--- config.mk ---
export PLATFORM = sky130hd
export DESIGN_NAME = frame_serializer
export DESIGN_NICKNAME = d
export VERILOG_FILES = /design/src/rtl/frame_serializer_pkg.sv /design/src/rtl/frame_hold.sv /design/src/rtl/word_sequencer.sv /design/src/rtl/word_assembler.sv /design/src/rtl/frame_serializer.sv
export SDC_FILE = /design/constraint.sdc
export NUM_CORES = 1
export LEC_CHECK = 0
export ABC_CLOCK_PERIOD_IN_PS = 2300
export BUFFER_PORTS_ARGS = -buffer_cell sky130_fd_sc_hd__buf_2
export CAP_MARGIN = 10
export CELL_PAD_IN_SITES_DETAIL_PLACEMENT = 1
export CELL_PAD_IN_SITES_GLOBAL_PLACEMENT = 1
export CORE_MARGIN = 2
export CORE_UTILIZATION = 25
export CTS_BUF_LIST = sky130_fd_sc_hd__clkbuf_4 sky130_fd_sc_hd__clkbuf_8
export CTS_CLUSTER_SIZE = 10
export DETAILED_ROUTE_END_ITERATION = 16
export PLACE_DENSITY = 0.49
export RECOVER_POWER = 100
export SLEW_MARGIN = 15
export SYNTH_ARGS = -nofsm -noshare
export SYNTH_HDL_FRONTEND = slang
export SYNTH_SLANG_ARGS = --single-unit
--- constraint.sdc ---
create_clock -name clk -period 2.3 [get_ports clk]
set_clock_uncertainty 0.05 [all_clocks]
set_input_delay 0.46 -clock clk [delete_from_list [all_inputs] [get_ports clk]]
set_output_delay 0.46 -clock clk [all_outputs]
set_load 0.01 [all_outputs]
--- src/rtl/frame_serializer_pkg.sv ---
package frame_serializer_pkg;
  localparam int unsigned DEF_WORD_W  = 32;
  localparam int unsigned DEF_N_WORDS = 7;
  localparam int unsigned DEF_FLAG_W  = 3;

  // lowest payload bit of slice k
  function automatic int unsigned slice_base(input int unsigned k, input int unsigned w);
    return k * w;
  endfunction

  // total input frame width for a given geometry
  function automatic int unsigned frame_width(input int unsigned w, input int unsigned n,
                                              input int unsigned f);
    return w * n + f;
  endfunction
endpackage

--- src/rtl/frame_hold.sv ---
module frame_hold #(
  parameter int unsigned FRAME_W = 227
) (
  input  logic               clk,
  input  logic               rst_n,
  input  logic               load,
  input  logic [FRAME_W-1:0] frame_in,
  output logic [FRAME_W-1:0] frame_q
);
  always_ff @(posedge clk or negedge rst_n) begin
    if (!rst_n)    frame_q <= '0;
    else if (load) frame_q <= frame_in;
  end
endmodule

--- src/rtl/word_sequencer.sv ---
module word_sequencer #(
  parameter int unsigned N_WORDS = 7,
  localparam int unsigned IDX_W  = (N_WORDS > 1) ? $clog2(N_WORDS) : 1
) (
  input  logic             clk,
  input  logic             rst_n,
  input  logic             start,
  output logic             active,
  output logic [IDX_W-1:0] idx,
  output logic             at_last
);
  localparam logic [IDX_W-1:0] LAST_IDX = IDX_W'(N_WORDS - 1);

  assign at_last = active && (idx == LAST_IDX);

  always_ff @(posedge clk or negedge rst_n) begin
    if (!rst_n) begin
      active <= 1'b0;
      idx    <= '0;
    end else if (start) begin
      active <= 1'b1;
      idx    <= '0;
    end else if (at_last) begin
      active <= 1'b0;
      idx    <= '0;
    end else if (active) begin
      idx    <= idx + 1'b1;
    end
  end
endmodule

--- src/rtl/word_assembler.sv ---
module word_assembler
  import frame_serializer_pkg::*;
#(
  parameter int unsigned WORD_W  = 32,
  parameter int unsigned N_WORDS = 7,
  parameter int unsigned FLAG_W  = 3,
  localparam int unsigned FRAME_W = frame_width(WORD_W, N_WORDS, FLAG_W),
  localparam int unsigned TAG_W   = FLAG_W + 1,
  localparam int unsigned OUT_W   = TAG_W + WORD_W,
  localparam int unsigned IDX_W   = (N_WORDS > 1) ? $clog2(N_WORDS) : 1
) (
  input  logic [FRAME_W-1:0] frame_q,
  input  logic               active,
  input  logic [IDX_W-1:0]   idx,
  output logic [OUT_W-1:0]   word
);
  localparam int unsigned PAY_W = WORD_W * N_WORDS;

  logic [WORD_W-1:0] slices [N_WORDS];
  logic [TAG_W-1:0]  tag;

  for (genvar g = 0; g < N_WORDS; g++) begin : g_slice
    assign slices[g] = frame_q[slice_base(g, WORD_W) +: WORD_W];
  end

  assign tag = {1'b0, frame_q[PAY_W +: FLAG_W]};

  always_comb begin
    word = '0;
    if (active) word = {tag, slices[idx]};
  end
endmodule

--- src/rtl/frame_serializer.sv ---
module frame_serializer
  import frame_serializer_pkg::*;
#(
  parameter int unsigned WORD_W  = DEF_WORD_W,
  parameter int unsigned N_WORDS = DEF_N_WORDS,
  parameter int unsigned FLAG_W  = DEF_FLAG_W,
  localparam int unsigned FRAME_W = frame_width(WORD_W, N_WORDS, FLAG_W),
  localparam int unsigned OUT_W   = FLAG_W + 1 + WORD_W
) (
  input  logic               clk,
  input  logic               rst_n,
  input  logic               frame_sync_in,
  input  logic [FRAME_W-1:0] frame_in,
  output logic               word_valid,
  output logic               word_first,
  output logic [OUT_W-1:0]   word_data
);
  localparam int unsigned IDX_W = (N_WORDS > 1) ? $clog2(N_WORDS) : 1;

  logic [FRAME_W-1:0] frame_q;
  logic               active;
  logic [IDX_W-1:0]   idx;
  logic               at_last;
  logic               load_evt;

  assign load_evt = frame_sync_in;

  frame_hold #(.FRAME_W(FRAME_W)) u_hold (
    .clk      (clk),
    .rst_n    (rst_n),
    .load     (load_evt),
    .frame_in (frame_in),
    .frame_q  (frame_q)
  );

  word_sequencer #(.N_WORDS(N_WORDS)) u_seq (
    .clk     (clk),
    .rst_n   (rst_n),
    .start   (load_evt),
    .active  (active),
    .idx     (idx),
    .at_last (at_last)
  );

  word_assembler #(.WORD_W(WORD_W), .N_WORDS(N_WORDS), .FLAG_W(FLAG_W)) u_asm (
    .frame_q (frame_q),
    .active  (active),
    .idx     (idx),
    .word    (word_data)
  );

  assign word_valid = active;
  assign word_first = active && (idx == '0);
endmodule

Yosys cells after proc, flatten, opt, wreduce, memory -nomap -nowiden
Index checks and enable logic that the tools add are counted.

Bitwise gates (word level): 1. Reductions and logical operators: 5. Equal/unequal tests: 1. Mux-type cells: 9. $add $sub $neg: 1. Order comparisons: 1.

Operator list (number): $bmux W32 S3 (1); $mux W32 (2); $mux W35 (1); $mux W3 (3); $ge A4 B4 Y1 const B (1); $not A3 Y4 (1); $add A3 B1 Y3 const B (1); $eq A3 B3 Y1 const B (1); $logic_not A3 Y1 (1); $reduce_bool A3 Y1 (1); $logic_and A1 B1 Y1 (2); $mux W1 (2); $reduce_bool A2 Y1 (1).

Word-level logic and storage cells: 21. Input port bits: 230. Output and inout port bits: 38. Flip-flop bits (word level): 231.

Depth between registers and ports, before layout
Depth after elaboration: 5. Mapped depth: 8.

Cells and area by module
Synthesis repeated with hierarchy kept, for this count alone.

Cell total of the unflattened synthesis: 693. Area total of the unflattened synthesis: 10577.6 um2.

Modules (own cells, without submodules): frame_hold (instances 1, area an instance 8526.9 um2, seq. area each 5680.4 um2, cells an instance 479); word_assembler (instances 1, area an instance 1826.8 um2, seq. area each 0.0 um2, cells an instance 194); word_sequencer (instances 1, area an instance 209.0 um2, seq. area each 100.1 um2, cells an instance 19); frame_serializer (instances 1, area an instance 15.0 um2, seq. area each 0.0 um2, cells an instance 1).

Worst setup path before layout
Ideal clock, no wire load.

Kind: flip-flop to output port. Start: register u_seq.idx[0]. End: output port word_data[10]. Path buffers: 4. Stages on the path, launching flop included: 8. Path slack: 0.467 ns. Arrival: 1.323 ns. Data required time: 1.790 ns. Cells stage by stage: dfrtp_1 -> buf_6 -> buf_12 -> nor2b_1 -> buf_2 -> buf_4 -> nand2_1 -> a31oi_1.

Word-level cells in the longest chain between the ends: 5.

RTL lines: start: declaration (RTL line word_sequencer.sv:9) `output logic [IDX_W-1:0] idx,`; start signal: assignment (RTL line word_sequencer.sv:27) `idx <= idx + 1'b1;`; $not A3 Y4 (not written as such) (RTL line word_assembler.sv:30) `if (active) word = {tag, slices[idx]};`; $bmux W32 S3 (RTL line word_assembler.sv:30); $mux W32 (not written as such) (2 in series) (RTL line word_assembler.sv:30); $mux W35 (RTL line word_assembler.sv:30); end: declaration (RTL line frame_serializer.sv:16) `output logic [OUT_W-1:0] word_data`.

No other way between the ends. The select of a mux whose other input is x is not followed.

Worst setup path after layout
Start: register u_seq.idx[0]. End: output port word_data[17].

Same word-level chain as after synthesis.

==> flow_metrics.py <==
metrics = {
    "logic_synthesis": {
        "ys_seq_area_frac": 0.549,
        "synth_top_area_share": 0.549,
        "yosys.area.top_type": "dfrtp_1",
        "ys_ff_latch": 231,
        "syn-cell-area_sq_mm": 0.0105,
        "netlist_instances": 731,
        "synth-async-reset-ratio": 1.00,
        "synth_edf_count": 0,
        "syn_nets": 964,
        "synth_area_per_cell_sq_um": 14.4,
        "yosysUniqueCellTypes": 23,
        "ys_top_cells_by_area": "dfrtp_1 (55%), mux2_2 (28%), mux4_2 (6.8%)",
        "yosysWarnings": 0,
        "ys.flop_type": "dfrtp_1",
    },
    "place": {
        "portBuffers": 266,
        "dp_cells": 1514,
        "routabilityCongestion": 0.743,
        "dp_hpwl_mm": 24.2,
        "place_ws_ns": 0.0338,
    },
    "route": {
        "wl_per_cell_um": 19.7,
        "drt_iter0_markers": 281,
        "drt_pass1_iterations": 4,
        "routed_wl_mm": 34.4,
        "ant_nets": 0,
        "drc_errors": 0,
        "vias": 7699,
        "viasPerCell": 4.41,
    },
    "final_layout": {
        "final_cells": 1745,
        "syn_to_final_growth_pct": 44.3,
        "final_layout_size_suffix_gt1_frac": 0.586,
        "fin_nets": 1405,
    },
    "setup_path": {
        "max_stage_delay_ns": 0.52,
        "crit_path_end_kind": "output pin",
        "cp.arrival_ns": 2.34,
        "path_class": "reg2out",
        "cp.required_ns": 1.79,
        "critical_path.top_delay_family": "flip-flops",
        "critPathSlowestCell": "dfrtp_4",
        "crit_chain": "buf_12, mux4_2, o21ai_1, a31oi_2, buf_2",
        "crit_fanout": 6,
        "r2r_slack_ns": 0.76,
        "critPathLaunchType": "flip-flop",
        "path_buf_inv": 2,
    },
    "die": {
        "fp.dieH_um": 209,
        "pin_count": 268,
        "coreArea_sq_mm": 0.0418,
        "die-area_sq_mm": 0.0437,
        "row_count": 75,
        "die_w_um": 209,
        "initial_utilization": 0.252,
    },
    "power": {
        "power_mw": 11.5,
        "p_int_mw": 8.30,
        "netSwitchingFraction": 0.276,
        "comb_power_share": 0.207,
        "leakage_nw": 6.65,
        "ir_drop_uv": 285,
        "seqPwrFrac": 0.412,
        "powerDensity_mw_per_mm2": 754,
        "p_sw_mw": 3.16,
        "p_clk_frac": 0.382,
    },
    "clock_network": {
        "cts_buffer_depth": 3,
        "clkTransAtPathRegs_ns": 0.06,
        "clk_latency_ns": 0.59,
        "root_buffer": "clkbuf_8",
        "cts_buffers": 45,
        "clock_sinks": 231,
        "cts_tree": "built",
        "htree_num_levels": 2,
    },
    "sta": {
        "finalHoldViolCount": 0,
        "fmax_mhz": 351,
        "worst_pin_slew_ns": 1.45,
        "setup_slack_ns": -0.549,
        "slew_headroom": 0.0354,
        "setup_tns_ns": -15.76,
        "setup_viol": 34,
        "period_needed_ns": 2.85,
        "rsz0062_at_grt": "yes",
        "drv_slew": 0,
        "post-route-period-util": 1.24,
    },
    "global_routing": {
        "grt_pass1_wl_mm": 53.9,
        "grt_use_total": 0.162,
        "antenna_found_initial": 1,
        "overflow": 0,
        "grt_pass1_vias": 8781,
        "grt_start_max_net_pins": 54,
    },
    "min_path": {
        "min_path_type": "in2reg",
    },
    "run_status": {
        "status": "complete, but fails checks",
        "violations": "setup timing",
    },
    "job": {
        "maxCapViolations": 0,
    },
}
worst paths after layout:
path                                       endpoint  cells past startpoint                start
worst max-delay path                  word_data[17]                      5         u_seq.idx[0]
worst min-delay path            u_hold.frame_q[160]                      2        frame_in[160]
worst max register to register         u_seq.idx[0]                      7         u_seq.idx[0]
worst min register to register  u_hold.frame_q[117]                      1  u_hold.frame_q[117]
max in group asynchronous        u_hold.frame_q[25]                      3                rst_n
min in group asynchronous        u_hold.frame_q[76]                      2                rst_n
worst register-to-register path: cells and delay by family, from the launching register on:
family / cells / cell delay (ns)
AOI/OAI and AO/OA: 1 / 0.08
adders and majority gates: 1 / 0.15
buffers and inverters: 3 / 0.33
DFF: 1 / 0.56
and+or+nand+nor: 2 / 0.22
power by group through the flow:
stage	Sequential, mW	Combinational [mW]	Clock [mW]
after floorplan	4.67	1.24	0
after global placement	4.78	2.11	0
after detailed placement	4.78	2.14	0
after CTS	4.72	2.42	4.58
after global routing	4.78	2.57	4.75
final	4.72	2.37	4.37
cell usage in the layout (no fill, tap or decap), drive strengths merged:
cell type,n
a21oi,3
clkinv,3
diode,1
a21o,1
nor2,1
o21ai,33
dlygate4sd3,142
a31oi,32
buf,299
conb,1
inv,4
nand2,67
ha,3
nand3b,1
nand3,2
clkbuf,85
mux2,259
mux4,32
and2,3
nand2b,2
nor2b,1
dfrtp,231
registers in the layout, indices dropped and copies added, names as in the netlist:
register,cells
u_hold.frame_q,227
u_seq.idx,3
u_seq.active,1
final cells by class:
class / instances / area (sq um)
Antenna cell: 1 / 2.50
Clock buffer: 75 / 920
Clock inverter: 5 / 35.0
Fill cell: 4498 / 26600
Inverter: 2 / 10.0
Multi-Input combinational cell: 441 / 4470
Sequential cell: 231 / 5790
Tap cell: 539 / 674
Timing Repair Buffer: 451 / 3290
cell families (layout without fill, tap and decap cells):
family / count (synthesis) / after routing / share of synthesized area
other: 1 / 2 / 0.000356
multiplexers: 291 / 291 / 0.346
AO/OA/AOI/OAI: 69 / 69 / 0.0369
flip-flops: 231 / 231 / 0.549
adder cells (fa/ha/maj): 3 / 3 / 0.00357
buffers and inverters: 59 / 533 / 0.0346
AND/OR/NAND/NOR: 77 / 77 / 0.0295
routing by layer:
| layer | global-route usage | vias up | wire, um |
|---|---|---|---|
| met5 | 0 | - | 0 |
| met4 | 0.0591 | 0 | 865 |
| met3 | 0.0290 | 51 | 1330 |
| met2 | 0.240 | 171 | 15500 |
| met1 | 0.237 | 3912 | 16700 |
| li1 | - | 3565 | - |
cell usage after synthesis (2+ instances only):
library cell	count
mux2_2	259
dfrtp_1	231
nand2_1	67
buf_2	33
a31oi_1	32
mux4_2	32
o21ai_1	32
clkbuf_1	12
buf_6	5
buf_4	4
a21oi_1	3
and2_1	3
buf_12	3
ha_1	3
inv_1	2
nand2b_1	2
nand3_1	2
timing repair:
item                                    4_1_cts  5_1_grt
resized for setup                            26        6
hold buffers                                142        0
endpoints found under the setup margin       33       33
endpoints found under the hold margin       187        0
cloned                                        2        0
buffers inserted                              5        3
pin swaps                                     2        1
through the flow:
stage	hold WS, ns	utilization	area (sq um)
after floorplan	0.114	-	10500
after global placement	0.372	0.304	12700
after detailed placement	0.375	0.304	12700
after CTS	0.000218	0.365	15300
after global routing	0.0143	0.364	15200
final	0.0631	0.364	15200
Power figures use the tool's default switching activity.
